[config.mk]
export PLATFORM = sky130hd
export DESIGN_NAME = pwr_mode_ctrl
export DESIGN_NICKNAME = d
export VERILOG_FILES = /design/src/rtl/pwr_pkg.sv /design/src/rtl/pwr_dwell_timer.sv /design/src/rtl/pwr_req_hold.sv /design/src/rtl/pwr_out_decode.sv /design/src/rtl/pwr_mode_ctrl.sv
export SDC_FILE = /design/constraint.sdc
export NUM_CORES = 1
export LEC_CHECK = 0
export BUFFER_PORTS_ARGS = -buffer_cell sky130_fd_sc_hd__buf_4
export CAP_MARGIN = 20
export CORE_ASPECT_RATIO = 1.4
export CORE_MARGIN = 1
export CORE_UTILIZATION = 45
export CTS_BUF_LIST = sky130_fd_sc_hd__clkbuf_4
export CTS_CLUSTER_DIAMETER = 150
export DETAILED_ROUTE_END_ITERATION = 6
export PLACE_DENSITY_LB_ADDON = 0.05
export SKIP_CTS_REPAIR_TIMING = 1
export SYNTH_ARGS = -nofsm -noshare
export SYNTH_HDL_FRONTEND = slang
export SYNTH_HIERARCHICAL = 1
export SYNTH_SLANG_ARGS = --single-unit
[constraint.sdc]
create_clock -name clk -period 4.2 [get_ports clk]
set_clock_uncertainty 0.1 [all_clocks]
set_input_delay 0.63 -clock clk [delete_from_list [all_inputs] [get_ports clk]]
set_output_delay 0.63 -clock clk [all_outputs]
set_load 0.02 [all_outputs]
[src/rtl/pwr_pkg.sv]
package pwr_pkg;

    typedef enum logic [3:0] {
        ST_RUN   = 4'd0,
        ST_R2I   = 4'd1,
        ST_IDLE  = 4'd2,
        ST_I2R   = 4'd3,
        ST_SLP1  = 4'd4,
        ST_SLP2  = 4'd5,
        ST_SLP3  = 4'd6,
        ST_SLEEP = 4'd7,
        ST_WAKE  = 4'd8
    } pwr_state_e;

    typedef enum logic [1:0] {
        MODE_RUN   = 2'b00,
        MODE_IDLE  = 2'b01,
        MODE_SLEEP = 2'b10
    } pwr_mode_e;

    typedef struct packed {
        logic idle;
        logic sleep;
        logic wake;
    } pwr_req_t;

    typedef struct packed {
        pwr_mode_e mode;
        logic      clk_en;
        logic      pwr_en;
        logic      busy;
    } pwr_out_t;

    function automatic logic is_timed(pwr_state_e s);
        return !(s == ST_RUN || s == ST_IDLE || s == ST_SLEEP);
    endfunction

    function automatic int max_of(int a, int b);
        return (a > b) ? a : b;
    endfunction

endpackage

[src/rtl/pwr_dwell_timer.sv]
module pwr_dwell_timer #(
    parameter int W = 8
) (
    input  logic         clk,
    input  logic         rst,
    input  logic         load_i,
    input  logic [W-1:0] load_val_i,
    output logic         done_o
);
    logic [W-1:0] cnt_q;

    always_ff @(posedge clk) begin
        if (rst) begin
            cnt_q <= '0;
        end else if (load_i) begin
            cnt_q <= load_val_i;
        end else if (cnt_q != '0) begin
            cnt_q <= cnt_q - W'(1);
        end
    end

    assign done_o = (cnt_q == '0);

endmodule

[src/rtl/pwr_req_hold.sv]
module pwr_req_hold
    import pwr_pkg::*;
(
    input  logic     clk,
    input  logic     rst,
    input  pwr_req_t req_i,
    input  logic     hold_i,
    input  logic     keep_sleep_i,
    output pwr_req_t eff_o
);
    pwr_req_t pend_q;
    pwr_req_t pend_n;

    always_comb begin
        eff_o = pwr_req_t'(pend_q | req_i);
        if (hold_i) begin
            pend_n = eff_o;
        end else begin
            pend_n       = '0;
            pend_n.sleep = keep_sleep_i & eff_o.sleep;
        end
    end

    always_ff @(posedge clk) begin
        if (rst) pend_q <= '0;
        else     pend_q <= pend_n;
    end

    // while a timed change runs, no stored request may be lost
    a_r7_hold_keeps: assert property (@(posedge clk) disable iff (rst)
        hold_i |=> (($past(pend_q) & ~pend_q) == '0));

endmodule

[src/rtl/pwr_out_decode.sv]
module pwr_out_decode
    import pwr_pkg::*;
(
    input  pwr_state_e state_i,
    output pwr_out_t   out_o
);
    always_comb begin
        out_o.busy   = is_timed(state_i);
        out_o.pwr_en = (state_i != ST_SLEEP);
        unique case (state_i)
            ST_RUN, ST_R2I, ST_SLP1, ST_SLP2, ST_SLP3: begin
                out_o.mode   = MODE_RUN;
                out_o.clk_en = 1'b1;
            end
            ST_IDLE, ST_I2R: begin
                out_o.mode   = MODE_IDLE;
                out_o.clk_en = 1'b0;
            end
            default: begin
                out_o.mode   = MODE_SLEEP;
                out_o.clk_en = 1'b0;
            end
        endcase
    end

endmodule

[src/rtl/pwr_mode_ctrl.sv]
module pwr_mode_ctrl
    import pwr_pkg::*;
#(
    parameter int CYC_PER_US  = 100,
    parameter int IDLE_IN_US  = 10,
    parameter int IDLE_OUT_US = 10,
    parameter int STEP_US     = 30,
    parameter int WAKE_US     = 160000
) (
    input  logic       clk,
    input  logic       rst,
    input  logic       idle_req_i,
    input  logic       sleep_req_i,
    input  logic       wake_i,
    output logic       cpu_clk_en_o,
    output logic       pwr_dom_en_o,
    output logic [1:0] mode_o,
    output logic       busy_o
);
    localparam int T_IN   = CYC_PER_US * IDLE_IN_US;
    localparam int T_OUT  = CYC_PER_US * IDLE_OUT_US;
    localparam int T_STEP = CYC_PER_US * STEP_US;
    localparam int T_WAKE = CYC_PER_US * WAKE_US;
    localparam int T_MAX  = max_of(max_of(T_IN, T_OUT), max_of(T_STEP, T_WAKE));
    localparam int CW     = $clog2(T_MAX + 1);

    localparam logic [CW-1:0] L_IN   = CW'(T_IN - 1);
    localparam logic [CW-1:0] L_OUT  = CW'(T_OUT - 1);
    localparam logic [CW-1:0] L_STEP = CW'(T_STEP - 1);
    localparam logic [CW-1:0] L_WAKE = CW'(T_WAKE - 1);

    pwr_state_e    state_q, state_n;
    pwr_req_t      req, eff;
    pwr_out_t      outs;
    logic          done;
    logic          load;
    logic [CW-1:0] load_val;

    assign req = '{idle: idle_req_i, sleep: sleep_req_i, wake: wake_i};

    pwr_req_hold u_req (
        .clk          (clk),
        .rst          (rst),
        .req_i        (req),
        .hold_i       (is_timed(state_q)),
        .keep_sleep_i (state_q == ST_IDLE),
        .eff_o        (eff)
    );

    always_comb begin
        state_n = state_q;
        unique case (state_q)
            ST_RUN:   if (eff.sleep) state_n = ST_SLP1;
                      else if (eff.idle) state_n = ST_R2I;
            ST_R2I:   if (done) state_n = ST_IDLE;
            ST_IDLE:  if (eff.wake || eff.sleep) state_n = ST_I2R;
            ST_I2R:   if (done) state_n = ST_RUN;
            ST_SLP1:  if (done) state_n = ST_SLP2;
            ST_SLP2:  if (done) state_n = ST_SLP3;
            ST_SLP3:  if (done) state_n = ST_SLEEP;
            ST_SLEEP: if (eff.wake) state_n = ST_WAKE;
            ST_WAKE:  if (done) state_n = ST_RUN;
            default:  state_n = ST_RUN;
        endcase
    end

    always_comb begin
        load = (state_n != state_q) && is_timed(state_n);
        unique case (state_n)
            ST_R2I:                    load_val = L_IN;
            ST_I2R:                    load_val = L_OUT;
            ST_SLP1, ST_SLP2, ST_SLP3: load_val = L_STEP;
            ST_WAKE:                   load_val = L_WAKE;
            default:                   load_val = '0;
        endcase
    end

    pwr_dwell_timer #(.W(CW)) u_tmr (
        .clk        (clk),
        .rst        (rst),
        .load_i     (load),
        .load_val_i (load_val),
        .done_o     (done)
    );

    always_ff @(posedge clk) begin
        if (rst) state_q <= ST_RUN;
        else     state_q <= state_n;
    end

    pwr_out_decode u_dec (
        .state_i (state_q),
        .out_o   (outs)
    );

    assign cpu_clk_en_o = outs.clk_en;
    assign pwr_dom_en_o = outs.pwr_en;
    assign mode_o       = outs.mode;
    assign busy_o       = outs.busy;

    // a timed change holds its state until the timer has run out
    a_r2_dwell_hold: assert property (@(posedge clk) disable iff (rst)
        (is_timed(state_q) && !done) |=> (state_q == $past(state_q)));

    // the core clock restarts only on arrival in run from a timed exit
    a_r3_clk_resume: assert property (@(posedge clk) disable iff (rst)
        $rose(cpu_clk_en_o) |-> (state_q == ST_RUN &&
                                 ($past(state_q) == ST_I2R || $past(state_q) == ST_WAKE)));

    // power is removed only when the third entry step ends
    a_r4_pwr_drop: assert property (@(posedge clk) disable iff (rst)
        $fell(pwr_dom_en_o) |-> ($past(state_q) == ST_SLP3 && mode_o == 2'b10 && !busy_o));

    // power returns in the first cycle of the wake sequence
    a_r5_pwr_back: assert property (@(posedge clk) disable iff (rst)
        $rose(pwr_dom_en_o) |-> (busy_o && mode_o == 2'b10 && !cpu_clk_en_o));

endmodule

Yosys cells after proc, flatten, opt, wreduce, memory -nomap -nowiden
Index checks and enable logic that the tools add are counted.
{ "word_totals": {"regBits": 31, "input_bits": 5, "out_inout_bits": 5, "wordCells": 60} }
{ "op_classes": {"addsub": 1, "n_eq_ne": 18, "muxes": 15, "bitwise": 2, "reduce_logical": 19} }
{ "ops": {"columns": ["op", "count"], "rows": [
  ["one-hot mux 24 bit (3 select lines)", 1],
  ["2-to-1 mux 24 bit", 2],
  ["2-to-1 mux 4 bit", 9],
  ["equality test 4 x 3 -> 1 bit (second input constant)", 8],
  ["one-hot mux 4 bit (8 select lines)", 1],
  ["logical NOT 24 bit", 1],
  ["nonzero test 24 bit", 1],
  ["subtractor 24 x 1 -> 24 bit (second input constant)", 1],
  ["equality test 4 x 2 -> 1 bit (second input constant)", 4],
  ["equality test 4 x 1 -> 1 bit (second input constant)", 2],
  ["equality test 4 bit (second input constant)", 2],
  ["logical NOT 4 bit", 2],
  ["OR reduction 2 bit", 4],
  ["one-hot mux 3 bit (2 select lines)", 1],
  ["logical OR 1 bit", 5],
  ["OR reduction 5 bit", 1],
  ["inequality test 4 x 3 -> 1 bit (second input constant)", 1],
  ["inequality test 4 bit", 1],
  ["bitwise OR 3 bit", 1],
  ["OR reduction 3 bit", 1],
  ["logical NOT 1 bit", 2],
  ["2-to-1 mux 2 bit", 1],
  ["nonzero test 2 bit", 1],
  ["AND 1 bit", 1],
  ["logical AND 1 bit", 1]
]} }

Logic depth before layout (Yosys ltp)
{ "logic_depth": {"depth_word": 10, "depth_mapped": 15, "depth_no_buf": 12} }

Hierarchy
Netlist, hierarchy kept.
{ "modules_own_cells": {"columns": ["module", "instances", "cells_per_inst", "area_per_inst_um2"], "rows": [
  ["pwr_dwell_timer", 1, 161, 1310.0],
  ["pwr_mode_ctrl", 1, 55, 432.9],
  ["pwr_req_hold", 1, 11, 135.1],
  ["pwr_out_decode", 1, 6, 52.6]
]} }

Worst setup path before layout
OpenSTA, ideal clock, no wires.
{ "synth_timing": {"path_kind": "reg2reg", "start": "register u_tmr.cnt_q[4]", "end": "register u_tmr.cnt_q[8]", "arrival_time_ns": 3.299, "path_slack_ns": 0.706, "stages_incl_launch_ff": 16, "synth_period_minus_slack_ns": 3.494, "cell_sequence": "dfxtp_1 > or4_1 > buf_2 > and4bb_1 > and3_1 > buf_4 > buf_6 > nand2_2 > a21o_1 > and3_4 > a211o_1 > a21boi_1 > clkbuf_1 > clkbuf_1 > nor2_1 > a221oi_1"} }
{ "synth_via": {"elab_chain_len": 9} }
{ "synth_rtl": {"columns": ["item", "line_no", "rtl"], "rows": [
  ["from (decl)", "pwr_dwell_timer.sv:10", "logic [W-1:0] cnt_q;"],
  ["from (signal assigned)", "pwr_dwell_timer.sv:16", "cnt_q <= load_val_i;"],
  ["from (signal assigned)", "pwr_dwell_timer.sv:18", "cnt_q <= cnt_q - W'(1);"],
  ["logical NOT 24 bit *", "pwr_dwell_timer.sv:22", "assign done_o = (cnt_q == '0);"],
  ["named net done", "pwr_mode_ctrl.sv:35", "logic done;"],
  ["2-to-1 mux 4 bit, on equally long branches", null, null],
  ["one-hot mux 4 bit (8 select lines) *", "pwr_mode_ctrl.sv:52", "unique case (state_q)"],
  ["equality test 4 x 2 -> 1 bit / logical NOT 4 bit (equally long branches)", "pwr_pkg.sv:35", "return !(s == ST_RUN || s == ST_IDLE || s == ST_SLEEP);"],
  ["logical OR 1 bit (2 in series)", "pwr_pkg.sv:35", null],
  ["logical NOT 1 bit", "pwr_pkg.sv:35", null],
  ["logical AND 1 bit *", "pwr_mode_ctrl.sv:68", "load = (state_n != state_q) && is_timed(state_n);"],
  ["named net load", "pwr_mode_ctrl.sv:36", "logic load;"],
  ["2-to-1 mux 24 bit / nonzero test 2 bit (equally long branches)", null, null]
]} }
Mark *: on every way through the listed nets, which the timed path passes. The rest lies on a longest branch. The select of a mux whose other input is x is not followed.
A chain may end at the register's enable or synchronous reset.

Final worst setup path
{ "layout_timing": {"start": "register u_tmr.cnt_q[4]", "end": "register u_tmr.cnt_q[17]"} }
Same word-level chain as after synthesis.

==> impl_metrics.csv <==
group,metric,value,unit
clock_tree,clk_path_buf_depth,2,
route,first_iter_violations,82,
clock_tree,htree_levels,2,
clock_tree,path_clk_slew,0.09,ns
route,drc_errors,0,
route,via_count,1675,
global_route,grt_pass1_vias,1589,
timing,timing.fmax,277.3,MHz
logic_synthesis,ys.flop_type,"dfxtp_1",
die,rows,27,
logic_synthesis,synth.avg_cell_area,8.286,sq um
clock_tree,clock_latency,0.32,ns
global_route,grt_use_total,0.2020,
timing,setup_tns,0,ns
outcome,status,"complete, no violations",
timing,fin_crit,3.606,ns
route,postRouteAntennaNets,0,
global_route,grt_max_degree,19,
logic_synthesis,synth-seq-area-share,0.3215,
cells_and_area,fillCellCount,391,
timing,hold_viol_final,0,
placement,port_buffers,9,
logic_synthesis,syn_area,1931,sq um
die,core,4020,sq um
critical_path,worst_setup_path_start_kind,"flip-flop",
flow_run,drv_cap,0,
global_route,antenna_found_initial,0,
cells_and_area,nNetsFinal,252,
cells_and_area,fin_util,0.5145,
power,p_per_area,707.5,nW/um^2
timing,rsz0062_at_grt,"false",
die,start_util,0.4802,
min_path,hold_class,"flip-flop to flip-flop",
logic_synthesis,yosys.cell_types.count,65,
route,first_pass_iters,4,
clock_tree,clock-sinks,31,
timing,setup_viol,0,
timing,holdWs,0.4088,ns
clock_tree,cts_made_buffers,5,
timing,slew_viol_final,0,
timing,tightest_slew,1.007,ns
cells_and_area,syn_to_final_growth,7.129,%
power,cellLeakagePower,0.8264,nW
logic_synthesis,synth-edff-count,0,
critical_path,cp_max_fo,12,
critical_path,end_kind,"flip-flop",
clock_tree,cts_tree,"built",
placement,place_congestion,0.8014,
cells_and_area,diodes,0,
cells_and_area,drive_gt1_frac,0.1434,
logic_synthesis,ys_ff_latch,31,
cells_and_area,fin_area,2068,sq um
die,die_width,57.36,um
critical_path,critPathKind,"flip-flop to flip-flop",
logic_synthesis,async_reset_ff_frac,0,
die,io_pins,10,
global_route,gr-total-overflow,0,
die,die_h,79.50,um
critical_path,worst_ep_arrival_time,3.70,ns
route,avgViaCountPerCell,5.836,
timing,slew_headroom,0.3272,
cells_and_area,final_common_cell,"dfxtp_1",
die,die_area,4560,sq um
timing,post-route-period-util,0.8586,
route,routedWlPerCell,14.66,um
placement,dpl-instance-area,2023,sq um
clock_tree,root_buffer,"clkbuf_4",
global_route,grt_pass1_wl,7072,um
power,vdd_drop_max,0.0002420,V
logic_synthesis,yosys_warnings,6,
critical_path,cp.required,4.29,ns
route,drt_wl_total,4207,um
placement,dp.final_hpwl,3130,um
logic_synthesis,synth_cells,233,
cells_and_area,final_cell_mix,"dfxtp_1 (31), nand2_1 (29), o21ai_0 (15)",
-- area by class of cell --
type	instances	area (sq um)	share of cell area
Sequential cell	31	620.6	0.3001
Timing Repair Buffer	12	90.09	0.04356
Clock buffer	6	45.04	0.02178
Multi-Input combinational cell	190	1240	0.5995
Inverter	5	18.77	0.009074
Tap cell	43	53.80	0.02601
-- logic make-up after synthesis --
logic type,after synthesis,share of synthesized area
AND/OR/NAND/NOR,108,0.3266
AO/OA/AOI/OAI,53,0.1970
flip-flops,31,0.3215
XOR/XNOR,18,0.08166
buffers and inverters,18,0.04795
adder cells (fa/ha/maj),2,0.01296
multiplexers,2,0.01037
other,1,0.001942
-- power by group --
group          internal, mW  switching (mW)  leakage, nW
Sequential            0.391           0.115        0.254
Combinational         0.349           0.450        0.544
Clock                0.0659          0.0920       0.0276
-- flip-flops by register name, summed over array words and instances, names as in the netlist --
register and flops:
u_req/pend_q 3, u_tmr/cnt_q 24, state_q 4
-- synth_stat cells, drive strengths merged (4+ instances only) --
library cell,n,area share
a21oi,11,0.029
buf,5,0.020
clkbuf,8,0.018
dfxtp,31,0.32
inv,5,0.0097
nand2,30,0.060
nand2b,7,0.027
nand3,5,0.013
nand4,4,0.013
nor2,14,0.027
nor2b,9,0.037
nor3,9,0.029
o21ai,15,0.039
or3,7,0.023
xnor2,5,0.023
xor2,13,0.059
-- layer usage --
layer | vias to the layer above | track usage | wire (um)
met5 | - | 0 | 0
met4 | 0 | 0.08049 | 62
met3 | 6 | 0.03890 | 155
met2 | 41 | 0.3814 | 2299
met1 | 785 | 0.2138 | 1689
li1 | 843 | - | -
-- path summary, 6_finish.rpt --
check / start / end / slack (ns) / cells past startpoint
max: u_tmr/cnt_q[4] / u_tmr/cnt_q[17] / 0.59 / 11
min: u_req/pend_q[1] / u_req/pend_q[1] / 0.41 / 2
max reg2reg: u_tmr/cnt_q[4] / u_tmr/cnt_q[17] / 0.59 / 11
min reg2reg: u_req/pend_q[1] / u_req/pend_q[1] / 0.41 / 2
-- critical path: stages, from the launching register on --
cell and delay (ns):
dfxtp_1 0.35, or4_1 0.68, and4bb_1 0.37, and3_1 0.34, o211ai_2 0.10, a21oi_1 0.21, nor3_2 0.09, a211o_1 0.33
a21boi_1 0.27, nor2_1 0.15, nand2b_1 0.31, o21ai_0 0.17
-- through the flow --
step	instances	setup WS, ns	total power, mW
6_report	287	0.5940	1.463
5_1_grt	287	0.2867	1.590
4_1_cts	287	0.5996	1.470
3_5_place_dp	281	0.6214	1.305
3_3_place_gp	281	0.6741	1.290
2_1_floorplan	239	0.7057	1.143
No activity file was read; power rests on OpenSTA's default activity.
